[config.mk]
export PLATFORM = sky130hd
export DESIGN_NAME = scarith_unit
export DESIGN_NICKNAME = d
export VERILOG_FILES = /design/src/rtl/scarith_pkg.sv /design/src/rtl/scarith_opsel.sv /design/src/rtl/scarith_addsub.sv /design/src/rtl/scarith_flag.sv /design/src/rtl/scarith_unit.sv
export SDC_FILE = /design/constraint.sdc
export NUM_CORES = 1
export LEC_CHECK = 0
export BUFFER_PORTS_ARGS = -buffer_cell sky130_fd_sc_hd__buf_2
export CAP_MARGIN = 20
export CORE_UTILIZATION = 50
export CTS_CLUSTER_SIZE = 14
export DETAILED_ROUTE_END_ITERATION = 16
export GPL_ROUTABILITY_DRIVEN = 0
export PLACE_DENSITY_LB_ADDON = 0.08
export SYNTH_ARGS = -nofsm -noshare
export SYNTH_HDL_FRONTEND = slang
export SYNTH_SLANG_ARGS = --single-unit
[constraint.sdc]
create_clock -name clk -period 5.09 [get_ports clk]
set_input_delay 1.018 -clock clk [delete_from_list [all_inputs] [get_ports clk]]
set_output_delay 1.018 -clock clk [all_outputs]
set_load 0.005 [all_outputs]
[src/rtl/scarith_pkg.sv]
package scarith_pkg;

    localparam int unsigned DEF_DATA_W = 32;
    localparam int unsigned DEF_IMM_W  = 8;
    localparam int unsigned DEF_IDX_W  = 5;
    localparam int unsigned CODE_W     = 3;

    typedef enum logic [CODE_W-1:0] {
        OPC_ADD = 3'd0,
        OPC_ADC = 3'd1,
        OPC_SUB = 3'd2,
        OPC_SUC = 3'd3,
        OPC_RSB = 3'd4,
        OPC_RSC = 3'd5
    } arith_op_e;

    typedef struct packed {
        logic legal;
        logic subtract;
        logic swap;
        logic use_flag;
    } op_ctl_t;

    function automatic op_ctl_t decode_op(input logic [CODE_W-1:0] code);
        op_ctl_t c;
        c.legal    = (code <= OPC_RSC);
        c.subtract = (code != OPC_ADD) && (code != OPC_ADC);
        c.swap     = code[2];
        c.use_flag = code[0];
        return c;
    endfunction

    // carry-in for the shared adder; a set borrow flag means "take one more away"
    function automatic logic adder_cin(input op_ctl_t c, input logic flag);
        if (c.subtract) return c.use_flag ? ~flag : 1'b1;
        return c.use_flag ? flag : 1'b0;
    endfunction

endpackage

[src/rtl/scarith_opsel.sv]
module scarith_opsel #(
    parameter int unsigned DATA_W = 32,
    parameter int unsigned IMM_W  = 8
) (
    input  logic [DATA_W-1:0] src1,
    input  logic [DATA_W-1:0] src2,
    input  logic [IMM_W-1:0]  imm,
    input  logic              imm_sel,
    input  logic              swap,
    output logic [DATA_W-1:0] opnd_a,
    output logic [DATA_W-1:0] opnd_b,
    output logic [DATA_W-1:0] op2_dbg
);
    localparam int unsigned PAD_W = DATA_W - IMM_W;

    logic [DATA_W-1:0] op2;

    generate
        if (PAD_W > 0) begin : g_pad
            always_comb op2 = imm_sel ? {{PAD_W{1'b0}}, imm} : src2;
        end else begin : g_nopad
            always_comb op2 = imm_sel ? imm[DATA_W-1:0] : src2;
        end
    endgenerate

    always_comb begin
        opnd_a  = swap ? op2  : src1;
        opnd_b  = swap ? src1 : op2;
        op2_dbg = op2;
    end

    always_comb begin
        if (imm_sel) AST_IMM_LOW : assert (op2[IMM_W-1:0] == imm);
    end
endmodule

[src/rtl/scarith_addsub.sv]
module scarith_addsub #(
    parameter int unsigned DATA_W = 32
) (
    input  logic [DATA_W-1:0] opnd_a,
    input  logic [DATA_W-1:0] opnd_b,
    input  logic              subtract,
    input  logic              cin,
    output logic [DATA_W-1:0] result,
    output logic              flag_next
);
    localparam int unsigned FULL_W = DATA_W + 1;

    logic [FULL_W-1:0] full;
    logic [DATA_W-1:0] b_eff;

    always_comb begin
        b_eff     = subtract ? ~opnd_b : opnd_b;
        full      = {1'b0, opnd_a} + {1'b0, b_eff} + {{DATA_W{1'b0}}, cin};
        result    = full[DATA_W-1:0];
        flag_next = subtract ? ~full[DATA_W] : full[DATA_W];
    end
endmodule

[src/rtl/scarith_flag.sv]
module scarith_flag (
    input  logic clk,
    input  logic rst,
    input  logic upd,
    input  logic flag_next,
    output logic flag_q
);
    always_ff @(posedge clk) begin
        if (rst)      flag_q <= 1'b0;
        else if (upd) flag_q <= flag_next;
    end

    AST_FLAG_RESET : assert property (@(posedge clk) rst |=> !flag_q);
    AST_FLAG_HOLD  : assert property (@(posedge clk) disable iff (rst)
                                      !upd |=> $stable(flag_q));
endmodule

[src/rtl/scarith_unit.sv]
module scarith_unit
    import scarith_pkg::*;
#(
    parameter int unsigned DATA_W = DEF_DATA_W,
    parameter int unsigned IMM_W  = DEF_IMM_W,
    parameter int unsigned IDX_W  = DEF_IDX_W
) (
    input  logic              clk,
    input  logic              rst,
    input  logic              op_valid,
    input  logic [2:0]        op_code,
    input  logic [DATA_W-1:0] src1_val,
    input  logic [DATA_W-1:0] src2_val,
    input  logic [IMM_W-1:0]  imm_val,
    input  logic              imm_sel,
    input  logic [IDX_W-1:0]  dst_idx,
    output logic              wr_en,
    output logic [IDX_W-1:0]  wr_idx,
    output logic [DATA_W-1:0] wr_data,
    output logic              carry_q
);
    op_ctl_t           ctl;
    logic              accept;
    logic [DATA_W-1:0] opnd_a, opnd_b, op2_view, sum;
    logic              flag_nx, cin;

    always_comb begin
        ctl    = decode_op(op_code);
        accept = op_valid && ctl.legal;
        cin    = adder_cin(ctl, carry_q);
    end

    scarith_opsel #(.DATA_W(DATA_W), .IMM_W(IMM_W)) u_opsel (
        .src1(src1_val), .src2(src2_val), .imm(imm_val), .imm_sel(imm_sel),
        .swap(ctl.swap), .opnd_a(opnd_a), .opnd_b(opnd_b), .op2_dbg(op2_view)
    );

    scarith_addsub #(.DATA_W(DATA_W)) u_addsub (
        .opnd_a(opnd_a), .opnd_b(opnd_b), .subtract(ctl.subtract),
        .cin(cin), .result(sum), .flag_next(flag_nx)
    );

    scarith_flag u_flag (
        .clk(clk), .rst(rst), .upd(accept), .flag_next(flag_nx), .flag_q(carry_q)
    );

    always_ff @(posedge clk) begin
        if (rst) begin
            wr_en   <= 1'b0;
            wr_idx  <= '0;
            wr_data <= '0;
        end else begin
            wr_en <= accept;
            if (accept) begin
                wr_idx  <= dst_idx;
                wr_data <= sum;
            end
        end
    end

    AST_WR_STROBE : assert property (@(posedge clk) disable iff (rst)
        accept |=> wr_en);
    AST_WR_QUIET  : assert property (@(posedge clk) disable iff (rst)
        !accept |=> !wr_en);
    AST_WR_INDEX  : assert property (@(posedge clk) disable iff (rst)
        accept |=> (wr_idx == $past(dst_idx)));
    AST_ADD_SUM   : assert property (@(posedge clk) disable iff (rst)
        (op_valid && op_code == OPC_ADD) |=>
        ({carry_q, wr_data} == ({1'b0, $past(src1_val)} + {1'b0, $past(op2_view)})));
    AST_SUB_BORROW : assert property (@(posedge clk) disable iff (rst)
        (op_valid && op_code == OPC_SUB) |=>
        (carry_q == ($past(src1_val) < $past(op2_view))));
    AST_RSB_BORROW : assert property (@(posedge clk) disable iff (rst)
        (op_valid && op_code == OPC_RSB) |=>
        (carry_q == ($past(op2_view) < $past(src1_val))));
endmodule

==> impl_results.md, run 1 <==
* Fmax at 237.2 MHz
* WP data required at 5270 ps
* Routed via count at 4674
* Final Routed Wirelength at 12200 um
* FILL cells at 860
* Final Util at 59.76%
* Synth top area share at 17.47%
* Post-route minimum period at 4215 ps
* Max Transition Viols Final at 0
* Hold EP: wr_data[27]
* Most frequent cells in the layout: buf_2, a21oi_1, nand2_1
* Mapped Avg Cell Area at 7.313 um2
* Hold path cells at 2
* Final setup margin at 874.9 ps
* Final std cells w/o fill at 816
* Period utilisation layout at 82.81%
* Slowest CP cell: or4b_1
* Critical Path Source Type: input pin
* Worst clock skew at 3.890 ps
* DRT antenna net count at 0
* CTS Buffer Depth at 2
* Fin. Hold Viols at 0
* Layout cells sized above 1 at 24.29%
* Synth Area in Compound Gates at 24.50%
* Post-CTS setup buffer count at 0
* Setup WS pre-CTS at 563.5 ps
* Total CTS buffers at 5
* Final Net Count at 824
* Fin area at 5186 um2
* DP Area at 5054 um2
* Post-cts sizing count at 0
* Hpwl dp at 9739 um
* Area of the mapped netlist at 4468 um2
* Xor/xnor share of the synthesized area at 9.801%
* Worst Hold Slack at 445.2 ps
* Max VDD drop at 0.0001425 V
* Top post-synthesis cells by area: dfxtp_1, a21oi_1, ha_1
* Antenna violations before repair at 0
* R2r endpoint: wr_data[30]
* Total global routing overflow at 0
* Hold Path Class: flop to flop
* Worst-path clk slew at 80 ps
* Crit path capture type: flop
* Hold buffer count at cts at 0
* DRC Markers at 0
* Worst setup path class: input pin to flop
* Total placed cells including tap cells at 808
* Async set-reset flop share out of synthesis at 0%
* Top FF cell, synth: dfxtp_1
* Wire length per cell at 14.95 um
* Reg-to-reg slack, setup at 1780 ps
* Root buffer cell: clkbuf_8
* Die W at 96.53 um
* TritonCTS clock tree: yes
* Worst Tran Pin Value at 1009 ps
* Hold Startpoint: wr_data[27]
* Worst path max stage delay at 520 ps
* Syn nets at 728
* Max Fanout on Critical Path at 59
* Port Buf Inserts at 122
* Total power at 1.345 mW
* Total GRT Usage at 26.92%
* CP Cell Sequence: buf_2, buf_12, mux2_2, ha_1, a21o_1, a31oi_2, nand2_1, or4b_1, a31oi_2, or3_4, a2111oi_2, a311o_1
* Seq cells post-synth at 39
* Worst EP arrival at 4390 ps
* Relative slew slack at 32.59%
* Final setup fails at 0
* First-pass GRT wire length at 19830 um
* Post-DR vias/cell at 5.728
* Skew-Pair Late Insertion Delay at 290 ps
* Die Height at 96.53 um
* Antenna diodes at 0
* Commonest non-fill, non-tap cell in the layout: buf_2
* Synthesis-to-finish area growth at 16.07%
* Synth Area in Adders at 9.577%
* Core Region at 8678 um2
* PD cells at 259.4 nW/um2
* Final TNS setup at 0 ps
* # rows at 34
* Synth warnings at 0
* Simple-gate portion of the synthesized area at 24.75%
* Drt pass-1 iters at 4
* Io pins at 123
* Starting Density at 51.49%
* H-tree depth at 2
* Gate Count Post-Synth at 611
* Largest net degree at the start of global routing at 60
* Max Cap Viol at 0
* Number of library cell types mapped by synthesis at 62
* Biggest area consumer among synthesized cells: dfxtp_1
* Critical path origin: op_code[2]
* Reg2Reg Depth at 12
* Vias in the first global route at 4525
* Largest family of logic cells by synthesized area: simple AND/OR/NAND/NOR gates
* DR iter-0 viols at 129
* Clock sink count at 39
* RSZ-0062 raised after global routing: false
* Status: finished clean
* Post-synth EDFFs at 0
* Seq/Total Area, Yosys at 17.47%
* Mux contribution to synthesized area at 8.513%
* Die ar. at 9318 um2
* Cell mode on critical path: a31oi_2
* RR Startpoint: u_flag.flag_q
* Leakage at 2.374 nW
-- sequential cells by signal (all words and copies together), names as in the netlist --
register and cells:
wr_data 32, wr_idx 5, wr_en 1, u_flag.flag_q 1
-- worst max path at each step --
stage                              to  slack [ps]  cells after the start
final                     wr_data[29]         870                     12
after global routing      wr_data[22]         480                     15
after CTS                 wr_data[22]         880                     15
after detailed placement  wr_data[22]         560                     15
after global placement    wr_data[29]         670                     15
after floorplan           wr_data[20]         490                     14
-- power by group --
part           total [mW]  internal, mW  leakage, nW  switching, mW
registers           0.363         0.344        0.321         0.0193
clock network       0.309         0.196       0.0654          0.113
logic               0.673         0.286         1.99          0.387
total                1.35         0.826         2.37          0.519
-- Yosys cell counts (2+ instances only) --
cell / instances
a21oi_1: 86
nand2_1: 78
nor2_1: 65
dfxtp_1: 39
xor2_1: 33
ha_1: 31
nor2b_1: 28
clkbuf_1: 25
mux2_2: 24
o21ai_0: 22
xnor2_1: 17
nand3_1: 15
mux2i_1: 11
a21o_1: 9
inv_1: 8
o21a_1: 8
or3_1: 7
a211oi_1: 6
a31oi_1: 6
nor3_1: 6
o211ai_1: 6
o21bai_1: 6
buf_1: 5
clkbuf_8: 5
nor3b_1: 5
nand2b_1: 4
nand4_1: 4
a21boi_0: 3
nor4_1: 3
o2111ai_1: 3
a211o_1: 2
a311o_1: 2
a31oi_2: 2
and2_2: 2
and3_2: 2
fa_1: 2
nand3b_1: 2
o21ai_1: 2
o31ai_1: 2
or3_4: 2
or4_1: 2
-- cell families (layout without fill, tap and decap cells) --
logic type	after synthesis	count (layout)
flops	39	39
buf+inv	46	143
mux	35	35
compound gates	176	176
simple gates	232	232
fa+ha+maj	33	33
xor+xnor	50	50
-- critical path: cells and delay by family --
family / cells / cell delay, ps
AO/OA/AOI/OAI: 5 / 1160
AND/OR/NAND/NOR: 3 / 780
buffers and inverters: 2 / 650
multiplexers: 1 / 370
adder cells (fa/ha/maj): 1 / 380
-- metal layers --
metal,wire length (um),share of wire [%],GRT usage (%),vias up
met5,0,0,0,-
li1,-,-,-,2365
met2,6686,55,55.63,106
met1,4695,38,26.57,2173
met4,417,3.4,10.29,0
met3,399,3.3,3.365,30
-- cell type report --
class / instances / area, um2 / share of cell area [%]
Multi-Input combinational cell: 526 / 3447 / 66.47
Sequential cell: 39 / 780.7 / 15.05
Timing Repair Buffer: 127 / 660.6 / 12.74
Tap cell: 108 / 135.1 / 2.606
Clock buffer: 6 / 72.57 / 1.399
Clock inverter: 2 / 60.06 / 1.158
Inverter: 8 / 30.03 / 0.5790
(Power assumes the default switching activity.)
==> inputs of run 2 (changes only) <==
ABC_AREA = 1   (was default)
clock period = 4.4 ns   (was 5.09 ns; I/O delays follow)
==> impl_results.md, run 2 <==
* Status: finished clean
* Worst clock skew at 7.309 ps
* DRC Markers at 0
* Mapped Avg Cell Area at 5.280 um2
* RSZ-0062 raised after global routing: false
* Crit-path leading delay family: simple AND/OR/NAND/NOR gates
* Drt pass-1 iters at 5
* Hpwl dp at 11340 um
* M3 GR Usage at 3.967%
* Root buffer cell: clkbuf_8
* Clock sink count at 39
* Worst-path clk slew at 90 ps
* Total global routing overflow at 0
* Top-count cell post-synth: nand2_1
* Commonest non-fill, non-tap cell in the layout: nand2_1
* Slowest CP cell: buf_4
* PD cells at 266.4 nW/um2
* Worst Tran Pin Value at 753.2 ps
* CP Buf/Inv Count at 4
* Worst path max stage delay at 480 ps
* Final Routed Wirelength at 14040 um
* Synth top area share at 24.07%
* Port Buf Inserts at 122
* GR Util met2 at 54.37%
* Wire length per cell at 11.89 um
* Max Cap Viol at 0
* Core Region at 9729 um2
* Fmax at 308.3 MHz
* Post-synth EDFFs at 0
* Die Height at 101.9 um
* CP Cell Sequence: buf_2, buf_4, nor2_1, inv_1, o221ai_1, ha_1, nand2_1, nor2_1, nand3_1, nand3_1, nand2_1, nand4_1, nand3_1, nand2_1, inv_1
* Max FFs per register at 32
* Relative slew slack at 49.72%
* Layout cells sized above 1 at 16.22%
* Post-DR vias/cell at 5.000
* Routed via count at 5905
* Total CTS buffers at 5
* Leakage at 3.471 nW
* Final setup margin at 1156 ps
* Fin. Hold Viols at 0
* Setup WS pre-CTS at 833.4 ps
* Io pins at 123
* Starting Density at 51.29%
* Area of the mapped netlist at 4990 um2
* Skew-Pair Late Insertion Delay at 300 ps
* Vias in the first global route at 5370
* Total GRT Usage at 28.57%
* TritonCTS clock tree: yes
* Final Util at 59.44%
* CTS Buffer Depth at 2
* Synth warnings at 0
* # rows at 36
* Hold buffer count at cts at 0
* DRT antenna net count at 0
* Die ar. at 10380 um2
* Period utilisation layout at 73.72%
* Critical Path Source Type: input pin
* H-tree depth at 2
* Final std cells w/o fill at 1181
* DR iter-0 viols at 244
* Post-cts sizing count at 0
* Total power at 1.541 mW
* Total placed cells including tap cells at 1173
* Post-CTS setup buffer count at 0
* First-pass GRT wire length at 23370 um
* Seq/Total Area, Yosys at 15.65%
* Largest regs: wr_data x32, wr_idx x5
* Largest net degree at the start of global routing at 69
* Biggest register: wr_data
* Crit path capture type: flop
* Biggest area consumer among synthesized cells: nand2_1
* Synthesis-to-finish area growth at 15.90%
* Most frequent cells in the layout: nand2_1, inv_1, buf_2
* Gate Count Post-Synth at 945
* Hold Path Class: flop to flop
* Number of library cell types mapped by synthesis at 31
* Seq cells post-synth at 39
* Top post-synthesis cells by area: nand2_1, dfxtp_1, inv_1
* Post-route minimum period at 3244 ps
* Worst setup path class: input pin to flop
* Max Transition Viols Final at 0
* Met1 usage at 32.14%
* Final TNS setup at 0 ps
* Top FF cell, synth: dfxtp_1
* WP data required at 4600 ps
* Syn nets at 1062
* Async set-reset flop share out of synthesis at 0%
* Max VDD drop at 0.0001814 V
* Max Fanout on Critical Path at 68
* Most Crowded Layer GR: met2
* Worst EP arrival at 3440 ps
* Antenna violations before repair at 0
* Final setup fails at 0
* Final Net Count at 1164
* Antenna diodes at 0
* Die W at 101.9 um
* Synth cell count leaders: nand2_1, inv_1, nor2_1
[run 2: changes by cell type after synthesis, sizes merged, moves of 22 or more]
cell	change
mux2	-24
o21ai	+73
inv	+149
a21oi	-29
nand2	+253
xor2	-22
nor2b	-28
nor2	+49
[run 2: final cells by class]
cell class                      count  area (um2)
Tap cell                          133       166.4
Inverter                          157       589.3
Sequential cell                    39       780.7
Clock inverter                      3       43.79
Fill cell                        1128        3946
Timing Repair Buffer              129       663.1
Multi-Input combinational cell    715        3471
Clock buffer                        5       68.82
[run 2: metrics by stage]
step / hold WS [ps] / area, um2
after CTS: 489.5 / 5783
after global routing: 513.9 / 5783
after detailed placement: 469.1 / 5670
final: 483.6 / 5783
after global placement: 456.6 / 5670
after floorplan: 479.9 / 4990
[run 2: cell families after synthesis]
family	synth area share, %
compound gates	18.25
buf+inv	14.84
fa+ha+maj	8.576
xor+xnor	2.984
flops	15.65
simple gates	39.69
[run 2: power breakdown]
part	internal [mW]	leakage (nW)	switching, mW	total [mW]
sequential	0.391	0.323	0.0194	0.410
clock	0.169	0.0581	0.139	0.308
combinational	0.302	3.09	0.520	0.822
total	0.862	3.47	0.679	1.54
[run 2: worst min-delay path: cells and delay by family (launching register included)]
family	cells	cell delay (ps)
flip-flops	1	330
AND/OR/NAND/NOR	2	120
[run 2: final timing paths]
check	start	endpoint	slack, ps	cells after the start
worst max-delay path	op_code[2]	wr_data[25]	1160	15
worst min-delay path	wr_idx[2]	wr_idx[2]	480	2
worst max register to register	u_flag.flag_q	wr_data[20]	1870	14
worst min register to register	wr_idx[2]	wr_idx[2]	480	2
[run 2: layer usage]
metal	wire [um]	share of wire (%)	up-vias
met1	6020	43	2601
met5	0	0	-
met4	470	3.3	0
met3	532	3.8	36
met2	7016	50	129
li1	-	-	3139
==> inputs of run 3 (changes only) <==
ABC_AREA = 0   (was 1)
CORE_UTILIZATION = 49   (was 50)
clock period = 2.7 ns   (was 4.4 ns; I/O delays follow)
==> impl_results.md, run 3 (same netlist as run 1, synthesis figures left out) <==
* Final Routed Wirelength at 16840 um
* Post-DR vias/cell at 5.904
* Biggest register: wr_data
* Core Region at 8763 um2
* Skew-Pair Late Insertion Delay at 300 ps
* # rows at 34
* RSZ-0062 raised after global routing: true
* Port Buf Inserts at 122
* Worst clock skew at 5.496 ps
* Final Util at 82.65%
* DRC Markers at 0
* H-tree depth at 2
* Hold Path Class: flop to flop
* Total placed cells including tap cells at 942
* Root buffer cell: clkbuf_8
* Synthesis-to-finish area growth at 62.11%
* Max VDD drop at 0.0004141 V
* Worst path max stage delay at 520 ps
* Fmax at 310.9 MHz
* Final setup fails at 25
* Critical Path Source Type: input pin
* Wire length per cell at 17.36 um
* Status: finished with violations
* CP Buf/Inv Count at 3
* Die Height at 97.49 um
* Worst Tran Pin Value at 704.3 ps
* DRT antenna net count at 0
* Most frequent cells in the layout: buf_4, buf_2, nand2_1
* Final TNS setup at -7541 ps
* Worst setup path class: input pin to flop
* Setup WS pre-CTS at -1077 ps
* Final std cells w/o fill at 970
* Die ar. at 9504 um2
* Io pins at 123
* Post-route minimum period at 3216 ps
* WP data required at 2890 ps
* Total CTS buffers at 5
* Antenna violations before repair at 0
* Max Fanout on Critical Path at 5
* Leakage at 3.322 nW
* Worst-path clk slew at 80 ps
* Max Transition Viols Final at 0
* Final setup margin at -516.4 ps
* Worst EP arrival at 3400 ps
* Hpwl dp at 11300 um
* DR iter-0 viols at 295
* First-pass GRT wire length at 25710 um
* Cell mode on critical path: buf_12
* Clock sink count at 39
* Crit path capture type: flop
* Layout cells sized above 1 at 50.23%
* Total GRT Usage at 32.70%
* WP depth at 14
* Starting Density at 50.99%
* Hold buffer count at cts at 0
* DP Area at 6208 um2
* Fin. Hold Viols at 0
* Largest net degree at the start of global routing at 36
* Relative slew slack at 52.93%
* TritonCTS clock tree: yes
* Final Net Count at 978
* Fin area at 7243 um2
* Max Cap Viol at 0
* Total global routing overflow at 0
* Antenna diodes at 0
* Routed via count at 5727
* Commonest non-fill, non-tap cell in the layout: buf_4
* Period utilisation layout at 119.1%
* Failing checks: setup timing
* Hold path cells at 2
* Die W at 97.49 um
* CTS Buffer Depth at 2
* Reg2Reg Depth at 13
* PD cells at 467.3 nW/um2
* Drt pass-1 iters at 5
* Max FFs per register at 32
* Crit-path leading delay family: compound AO/OA/AOI/OAI gates
* Largest regs: wr_data x32, wr_idx x5
* CP Cell Sequence: buf_12, buf_12, mux2i_4, buf_4, a21oi_1, ha_4, a21o_1, a21oi_4, a211oi_2, or4b_4, a31oi_4, or3_4, a2111oi_2, a311o_1
* Vias in the first global route at 5561
* Slowest CP cell: or4b_4
==> run 3: cell count changes in the layout (fill, tap and decap cells not counted), sizes merged, moves of 10 or more <==
cell	change
nand2	-253
buf	+151
inv	-149
o21ai	-73
nor2	-49
a21oi	+29
nor2b	+28
mux2	+24
xor2	+22
nand3	-20
mux2i	+11
xnor2	+11
or3	+10
==> run 3: where the power goes <==
group	total (mW)	switching, mW	internal [mW]	leakage [nW]
combinational	2.18	1.09	1.09	2.94
sequential	0.686	0.0375	0.649	0.321
clock	0.514	0.215	0.299	0.0612
==> run 3: area by class of cell <==
class                      instances  area [um2]
tap                              108       135.1
multi-input combinational        526        4207
timing repair buffer             281        1973
clock inverter                     2       35.03
clock buffer                       6       82.58
fill                             539        1520
sequential                        39       780.7
inverter                           8       30.03
==> run 3: final timing paths <==
| kind | startpoint | end | slack [ps] |
|---|---|---|---|
| worst max-delay path | imm_sel | wr_data[29] | -520 |
| worst min-delay path | wr_data[27] | wr_data[27] | 440 |
| worst max register to register | u_flag.flag_q | wr_data[20] | -340 |
| worst min register to register | wr_data[27] | wr_data[27] | 440 |
==> run 3: layer usage <==
layer | track usage (%) | part of all wire (%)
met1 | 32.48 | 35
met2 | 64.50 | 53
met3 | 4.532 | 4.8
met4 | 17.42 | 7.4
met5 | 0 | 0
==> run 3: through the flow <==
stage	power [mW]	hold WS (ps)
finish	3.385	440.2
global route	3.563	476.0
CTS	3.160	442.7
detailed placement	2.417	433.1
global placement	2.380	429.8
floorplan	1.699	438.8
==> run 3: timing repair <==
item                       4_1_cts  5_1_grt
pin swaps                       39       24
setup endpoints to repair       27       28
cloned                           1        0
resized for setup              111       45
setup buffers                   13        7
==> run 3: worst register-to-register path, delay by kind of cell, from the launching register on <==
family | cells | cell delay [ps]
AOI/OAI and AO/OA | 5 | 980
and+or+nand+nor | 4 | 530
DFF | 1 | 350
adders and majority gates | 2 | 780
xor gates and xnor gates | 1 | 190
buffers and inverters | 1 | 150
